$ cat src/rtl/spMulPkg.sv
package spMulPkg;

  typedef struct packed {
    logic load;    // latch operands, seed the product register
    logic step;    // one shift-and-add iteration
    logic finish;  // normalize, pack and register the result
  } mulStrobes_t;

  typedef enum logic [1:0] {
    ST_IDLE = 2'd0,
    ST_MUL  = 2'd1,
    ST_FIN  = 2'd2
  } mulState_t;

endpackage

$ cat src/rtl/spMulClass.sv
module spMulClass #(
  parameter int EXP_W  = 8,
  parameter int FRAC_W = 23
) (
  input  logic [EXP_W+FRAC_W:0] word,
  output logic                  sign,
  output logic [EXP_W-1:0]      expField,
  output logic [FRAC_W:0]       sig,
  output logic                  isZero,
  output logic                  isInf,
  output logic                  isNan
);
  localparam int WORD_W = EXP_W + FRAC_W + 1;

  logic [FRAC_W-1:0] frac;
  logic              expAllOnes;

  always_comb begin
    sign       = word[WORD_W-1];
    expField   = word[WORD_W-2 -: EXP_W];
    frac       = word[FRAC_W-1:0];
    expAllOnes = &expField;
    // exponent field 0 covers zero and denormals; both count as zero
    isZero     = (expField == '0);
    isInf      = expAllOnes && (frac == '0);
    isNan      = expAllOnes && (frac != '0);
    sig        = isZero ? '0 : {1'b1, frac};
  end

endmodule

$ cat src/rtl/spMulCtrl.sv
module spMulCtrl
  import spMulPkg::*;
#(
  parameter int SIG_W = 24
) (
  input  logic        clk,
  input  logic        rstN,
  input  logic        start,
  output mulStrobes_t strobes,
  output logic        busy,
  output logic        done
);
  localparam int CNT_W = $clog2(SIG_W + 1);
  localparam logic [CNT_W-1:0] LAST_STEP = CNT_W'(SIG_W - 1);

  mulState_t        state;
  logic [CNT_W-1:0] stepCnt;

  always_comb begin
    strobes.load   = (state == ST_IDLE) && start;
    strobes.step   = (state == ST_MUL);
    strobes.finish = (state == ST_FIN);
    busy           = (state != ST_IDLE);
  end

  always_ff @(posedge clk or negedge rstN) begin
    if (!rstN) begin
      state   <= ST_IDLE;
      stepCnt <= '0;
      done    <= 1'b0;
    end else begin
      done <= strobes.finish;
      unique case (state)
        ST_IDLE: if (start) begin
          state   <= ST_MUL;
          stepCnt <= '0;
        end
        ST_MUL: begin
          stepCnt <= stepCnt + 1'b1;
          if (stepCnt == LAST_STEP) state <= ST_FIN;
        end
        ST_FIN:  state <= ST_IDLE;
        default: state <= ST_IDLE;
      endcase
    end
  end

  // the completion pulse lasts one cycle and never overlaps busy
  p_done_pulse_r1: assert property (@(posedge clk) disable iff (!rstN)
    done |=> !done);
  p_done_idle_r1: assert property (@(posedge clk) disable iff (!rstN)
    done |-> !busy);
  // the finishing state is reached only from the iteration state
  p_fin_after_mul_r1: assert property (@(posedge clk) disable iff (!rstN)
    (state == ST_FIN) |-> ($past(state) == ST_MUL));
  // a start while busy does not restart the iteration count
  p_no_restart_r2: assert property (@(posedge clk) disable iff (!rstN)
    (state == ST_MUL && start && stepCnt != LAST_STEP) |=> (stepCnt != '0));

endmodule

$ cat src/rtl/spMulPath.sv
module spMulPath
  import spMulPkg::*;
#(
  parameter int EXP_W  = 8,
  parameter int FRAC_W = 23
) (
  input  logic                  clk,
  input  logic                  rstN,
  input  mulStrobes_t           strobes,
  input  logic [EXP_W+FRAC_W:0] opA,
  input  logic [EXP_W+FRAC_W:0] opB,
  output logic [EXP_W+FRAC_W:0] result,
  output logic                  ovf,
  output logic                  unf,
  output logic                  inv
);
  localparam int WORD_W   = EXP_W + FRAC_W + 1;
  localparam int SIG_W    = FRAC_W + 1;
  localparam int PROD_W   = 2 * SIG_W;
  localparam int EW       = EXP_W + 2;
  localparam int BIAS     = (1 << (EXP_W - 1)) - 1;
  localparam int EXP_TOP  = (1 << EXP_W) - 2;   // largest normal field

  logic [WORD_W-1:0] aReg, bReg;
  logic [PROD_W-1:0] prod;

  logic              signA, signB, zeroA, zeroB, infA, infB, nanA, nanB;
  logic [EXP_W-1:0]  expA, expB;
  logic [SIG_W-1:0]  sigA, sigB;

  spMulClass #(.EXP_W(EXP_W), .FRAC_W(FRAC_W)) u_classA (
    .word(aReg), .sign(signA), .expField(expA), .sig(sigA),
    .isZero(zeroA), .isInf(infA), .isNan(nanA));

  spMulClass #(.EXP_W(EXP_W), .FRAC_W(FRAC_W)) u_classB (
    .word(bReg), .sign(signB), .expField(expB), .sig(sigB),
    .isZero(zeroB), .isInf(infB), .isNan(nanB));

  // shift-and-add: the multiplier occupies the low half and is consumed LSB first
  logic [SIG_W:0] partSum;
  always_comb begin
    partSum = {1'b0, prod[PROD_W-1:SIG_W]} + (prod[0] ? {1'b0, sigA} : '0);
  end

  // normalization and packing
  logic                     prodTop;
  logic [FRAC_W-1:0]        fracNorm;
  logic signed [EW-1:0]     expSum, expAdj;
  logic                     signOut;
  logic [WORD_W-1:0]        packed_n;
  logic                     ovf_n, unf_n, inv_n;

  always_comb begin
    prodTop  = prod[PROD_W-1];
    fracNorm = prodTop ? prod[PROD_W-2 -: FRAC_W] : prod[PROD_W-3 -: FRAC_W];
    expSum   = EW'(expA) + EW'(expB) - EW'(BIAS);
    expAdj   = expSum + EW'(prodTop);
    signOut  = signA ^ signB;
    ovf_n    = 1'b0;
    unf_n    = 1'b0;
    inv_n    = 1'b0;
    if (nanA || nanB || (zeroA && infB) || (infA && zeroB)) begin
      inv_n    = 1'b1;
      packed_n = {1'b0, {EXP_W{1'b1}}, 1'b1, {(FRAC_W-1){1'b0}}};
    end else if (infA || infB) begin
      packed_n = {signOut, {EXP_W{1'b1}}, {FRAC_W{1'b0}}};
    end else if (zeroA || zeroB) begin
      packed_n = {signOut, {(WORD_W-1){1'b0}}};
    end else if (expAdj > EXP_TOP) begin
      ovf_n    = 1'b1;
      packed_n = {signOut, {EXP_W{1'b1}}, {FRAC_W{1'b0}}};
    end else if (expAdj < 1) begin
      unf_n    = 1'b1;
      packed_n = {signOut, {(WORD_W-1){1'b0}}};
    end else begin
      packed_n = {signOut, expAdj[EXP_W-1:0], fracNorm};
    end
  end

  always_ff @(posedge clk or negedge rstN) begin
    if (!rstN) begin
      aReg   <= '0;
      bReg   <= '0;
      prod   <= '0;
      result <= '0;
      ovf    <= 1'b0;
      unf    <= 1'b0;
      inv    <= 1'b0;
    end else begin
      if (strobes.load) begin
        aReg <= opA;
        bReg <= opB;
        prod <= {{SIG_W{1'b0}}, ((opB[WORD_W-2 -: EXP_W] == '0) ? {SIG_W{1'b0}}
                                 : {1'b1, opB[FRAC_W-1:0]})};
      end else if (strobes.step) begin
        prod <= {partSum, prod[SIG_W-1:1]};
      end
      if (strobes.finish) begin
        result <= packed_n;
        ovf    <= ovf_n;
        unf    <= unf_n;
        inv    <= inv_n;
      end
    end
  end

  // overflow always comes with an infinity
  p_ovf_inf_r5: assert property (@(posedge clk) disable iff (!rstN)
    ovf |-> (result[WORD_W-2 -: EXP_W] == {EXP_W{1'b1}} && result[FRAC_W-1:0] == '0));
  // underflow always comes with a zero magnitude
  p_unf_zero_r6: assert property (@(posedge clk) disable iff (!rstN)
    unf |-> (result[WORD_W-2:0] == '0));
  // invalid always comes with the quiet NaN pattern
  p_inv_nan_r7: assert property (@(posedge clk) disable iff (!rstN)
    inv |-> (result == {1'b0, {EXP_W{1'b1}}, 1'b1, {(FRAC_W-1){1'b0}}}));
  // the flags are mutually exclusive
  p_one_flag_r10: assert property (@(posedge clk) disable iff (!rstN)
    $onehot0({ovf, unf, inv}));
  // a normal product never carries exponent field 0
  p_norm_exp_r4: assert property (@(posedge clk) disable iff (!rstN)
    (!unf && !inv && result[WORD_W-2:0] != '0) |-> (result[WORD_W-2 -: EXP_W] != '0));

endmodule

$ cat src/rtl/spMulUnit.sv
module spMulUnit
  import spMulPkg::*;
#(
  parameter int EXP_W  = 8,
  parameter int FRAC_W = 23
) (
  input  logic                  clk,
  input  logic                  rstN,
  input  logic                  start,
  input  logic [EXP_W+FRAC_W:0] opA,
  input  logic [EXP_W+FRAC_W:0] opB,
  output logic                  busy,
  output logic                  done,
  output logic [EXP_W+FRAC_W:0] result,
  output logic                  ovf,
  output logic                  unf,
  output logic                  inv
);
  localparam int SIG_W = FRAC_W + 1;

  mulStrobes_t strobes;

  spMulCtrl #(.SIG_W(SIG_W)) u_ctrl (
    .clk(clk), .rstN(rstN), .start(start),
    .strobes(strobes), .busy(busy), .done(done));

  spMulPath #(.EXP_W(EXP_W), .FRAC_W(FRAC_W)) u_path (
    .clk(clk), .rstN(rstN), .strobes(strobes),
    .opA(opA), .opB(opB),
    .result(result), .ovf(ovf), .unf(unf), .inv(inv));

  // the product only moves on the edge that raises done
  p_result_hold_r2: assert property (@(posedge clk) disable iff (!rstN)
    !done |=> (done || $stable(result)));
  // flags follow the same rule
  p_flags_hold_r2: assert property (@(posedge clk) disable iff (!rstN)
    !done |=> (done || $stable({ovf, unf, inv})));

endmodule

$ cat config.mk
export PLATFORM = sky130hd
export DESIGN_NAME = spMulUnit
export DESIGN_NICKNAME = d
export VERILOG_FILES = /design/src/rtl/spMulPkg.sv /design/src/rtl/spMulClass.sv /design/src/rtl/spMulCtrl.sv /design/src/rtl/spMulPath.sv /design/src/rtl/spMulUnit.sv
export SDC_FILE = /design/constraint.sdc
export NUM_CORES = 1
export LEC_CHECK = 0
export ABC_AREA = 1
export BUFFER_PORTS_ARGS = -buffer_cell sky130_fd_sc_hd__clkbuf_2
export CORE_ASPECT_RATIO = 1.25
export CORE_MARGIN = 2
export CORE_UTILIZATION = 47
export CTS_CLUSTER_SIZE = 20
export DETAILED_ROUTE_END_ITERATION = 6
export HOLD_SLACK_MARGIN = 0.02
export PLACE_DENSITY = 0.64
export SLEW_MARGIN = 20
export SYNTH_ARGS = -nofsm -noshare
export SYNTH_HDL_FRONTEND = slang
export SYNTH_HIERARCHICAL = 1
export SYNTH_SLANG_ARGS = --single-unit
$ cat constraint.sdc
create_clock -name clk -period 5.5 [get_ports clk]
set_clock_uncertainty 0.1 [all_clocks]
set_input_delay 0.825 -clock clk [delete_from_list [all_inputs] [get_ports clk]]
set_output_delay 0.825 -clock clk [all_outputs]
set_load 0.005 [all_outputs]
==> impl_metrics.env <==
export IMPL_post_layout_total_power_w=0.00657
export IMPL_grt_pass1_wl_um=38900
export IMPL_crit_path_max_fanout=26
export IMPL_clk_root_buffer_cell="sky130_fd_sc_hd__clkbuf_16"
export IMPL_static_leakage_power_nw=5.80
export IMPL_worst_skew_pair_late_latency_ns=0.43
export IMPL_global_route_overflow=0
export IMPL_placementRows=57
export IMPL_timing_critical_path_from="u_path/aReg[24]"
export IMPL_synth_warnings=6
export IMPL_final_core_utilization=0.536
export IMPL_fin_crit_sh=0.687
export IMPL_io_pin_count=104
export IMPL_final_area_um2=10400
export IMPL_vdd_ir_drop_max_v=0.000286
export IMPL_iteration_0_drc_markers=531
export IMPL_numPortBuffers=103
export IMPL_floorplan_die_height_um=161
export IMPL_cp_arrival_ns=3.98
export IMPL_achievable_frequency_ghz=0.265
export IMPL_met1_usage=0.310
export IMPL_synthToLayoutAreaGrowth_pct=12.0
export IMPL_gr_usage_all_layers=0.234
export IMPL_cts_tree="yes"
export IMPL_post_cts_hold_buffer_count=0
export IMPL_hold_violations=0
export IMPL_grt_setup_unrepaired="no"
export IMPL_multi_input_comb_area_um2=4480
export IMPL_gr_max_usage_layer="met2"
export IMPL_placeableCoreArea_um2=19400
export IMPL_cts_resized=0
export IMPL_post_drt_wl_per_cell_um=14.5
export IMPL_timing_slew_headroom=0.339
export IMPL_groute_layer_met2_usage=0.387
export IMPL_cts_htree_levels=4
export IMPL_numClockSinks=155
export IMPL_worstSetupPathType="flip-flop to flip-flop"
export IMPL_first_global_vias=7814
export IMPL_hold_class="primary input to asynchronous set/reset pin"
export IMPL_tritoncts_num_buffers=17
export IMPL_pwr_density_cell_nw_per_um2=632
export IMPL_fin_nets=1457
export IMPL_drt_total_wl_um=23500
export IMPL_gr_usage_met3=0.0371
export IMPL_layout_drive_gt1_share=0.132
export IMPL_timing_critical_path_required_ns=5.70
export IMPL_drv_max_cap_violation_count=0
export IMPL_die_area_um2=20900
export IMPL_detail_route_drc_violations=0
export IMPL_status="completed"
export IMPL_post_route_minimum_period_ns=3.78
export IMPL_cts_path_max_buffers=2
export IMPL_cell_area_after_synthesis_um2=9280
export IMPL_final_seq_area_um2=3880
export IMPL_num_vias=8206
export IMPL_number_of_antenna_violations_at_the_first_check_in_global_routing=0
export IMPL_max_transition_viols_final=0
export IMPL_synthesis_nets=1390
export IMPL_syn_inst=1280
export IMPL_ant_nets=0
export IMPL_place_hpwl_um=17300
export IMPL_setup_viol=0
export IMPL_grt_start_max_net_pins=75
export IMPL_startpoint_type="flip-flop"
export IMPL_place_congestion=0.960
export IMPL_n_antenna_cell=0
export IMPL_die_w_um=130
export IMPL_placed_area_um2=9830
export IMPL_worst_hold_slack_ns=0.255
export IMPL_worst_slew_pin_transition_ns=0.988
export IMPL_number_of_buffers_inserted_by_post_cts_setup_repair=0
export IMPL_start_util=0.479
export IMPL_worstSetupEndpointType="flip-flop"
export IMPL_cts_reportedPaths_clkPinSlew_ns=0.07
export IMPL_timing_rr_start="u_path/aReg[24]"
export IMPL_vias_per_cell=5.05
export IMPL_nFillCells=1954
export IMPL_finalSetupTns_ns=0
export IMPL_synth_area_per_cell_um2=7.25
export IMPL_drt_pre_antenna_iters=5
-- power by group --
group          total, W  leakage, nW  switching [W]  internal [W]
Clock           0.00115        0.276       0.000510      0.000644
Sequential      0.00201         1.97       0.000395       0.00161
Combinational   0.00341         3.56        0.00220       0.00122
-- routing by layer --
| layer | share of wire | wire (um) | vias up |
|---|---|---|---|
| li1 | - | - | 4190 |
| met1 | 0.45 | 10500 | 3747 |
| met2 | 0.48 | 11200 | 233 |
| met3 | 0.050 | 1170 | 36 |
| met4 | 0.027 | 627 | 0 |
| met5 | 0 | 0 | - |
-- worst max-delay path: stages, from the launching register on --
cell                      delay [ns]
sky130_fd_sc_hd__dfrtp_1        0.41
sky130_fd_sc_hd__or2_4          0.27
sky130_fd_sc_hd__nor3_4         0.81
sky130_fd_sc_hd__nor2_1         0.09
sky130_fd_sc_hd__nand2_1        0.10
sky130_fd_sc_hd__inv_1          0.05
sky130_fd_sc_hd__ha_1           0.20
sky130_fd_sc_hd__fa_1           0.39
sky130_fd_sc_hd__nand2_1        0.09
sky130_fd_sc_hd__nand2_1        0.05
sky130_fd_sc_hd__o21ai_0        0.18
sky130_fd_sc_hd__o21ai_1        0.24
sky130_fd_sc_hd__nand3_1        0.13
sky130_fd_sc_hd__nand2_1        0.09
sky130_fd_sc_hd__o21ai_0        0.30
sky130_fd_sc_hd__o21ai_0        0.14
-- worst paths after layout --
kind,to,slack (ns),cells after the start
setup / recovery,u_path/prod[37],1.72,15
hold / removal,u_path/result[29],0.25,1
setup reg to reg,u_path/prod[37],1.72,15
hold reg to reg,u_path/bReg[18],0.37,2
max in group asynchronous,u_path/prod[25],3.85,2
min in group clk,u_path/bReg[18],0.37,2
-- state kept, by name, summed over array words and instances (netlist names), 2 cells and up --
register        count
u_path/prod        48
u_path/aReg        32
u_path/bReg        32
u_path/result      32
u_ctrl/stepCnt      5
u_ctrl/state        2
-- final cells by class --
| cell class | instances | area share |
|---|---|---|
| clock inverter | 13 | 0.0126 |
| timing repair buffer | 113 | 0.0574 |
| inverter | 144 | 0.0522 |
| multi-input combinational | 916 | 0.431 |
| sequential | 155 | 0.373 |
| tap | 265 | 0.0319 |
| clock buffer | 18 | 0.0422 |
-- layout by cell type (no fill, tap or decap), types with 6 or more instances in the layout --
| master | n |
|---|---|
| sky130_fd_sc_hd__nand3_1 | 46 |
| sky130_fd_sc_hd__clkbuf_16 | 17 |
| sky130_fd_sc_hd__inv_2 | 6 |
| sky130_fd_sc_hd__nand2_2 | 10 |
| sky130_fd_sc_hd__clkbuf_2 | 102 |
| sky130_fd_sc_hd__inv_6 | 6 |
| sky130_fd_sc_hd__o22ai_1 | 12 |
| sky130_fd_sc_hd__a31oi_1 | 11 |
| sky130_fd_sc_hd__a21oi_1 | 43 |
| sky130_fd_sc_hd__dfrtp_1 | 155 |
| sky130_fd_sc_hd__o21ai_0 | 56 |
| sky130_fd_sc_hd__buf_4 | 10 |
| sky130_fd_sc_hd__nor2_1 | 111 |
| sky130_fd_sc_hd__o221ai_1 | 12 |
| sky130_fd_sc_hd__xnor2_1 | 8 |
| sky130_fd_sc_hd__ha_1 | 41 |
| sky130_fd_sc_hd__nand2_1 | 483 |
| sky130_fd_sc_hd__inv_1 | 135 |
| sky130_fd_sc_hd__nand4_1 | 34 |
-- per-stage QoR --
stage | setup slack [ns] | instances
floorplan | 2.70 | 1280
global placement | 1.74 | 1593
detailed placement | 1.74 | 1593
CTS | 1.71 | 1624
global route | 1.29 | 1624
finish | 1.72 | 1624
(Power assumes the default switching activity.)
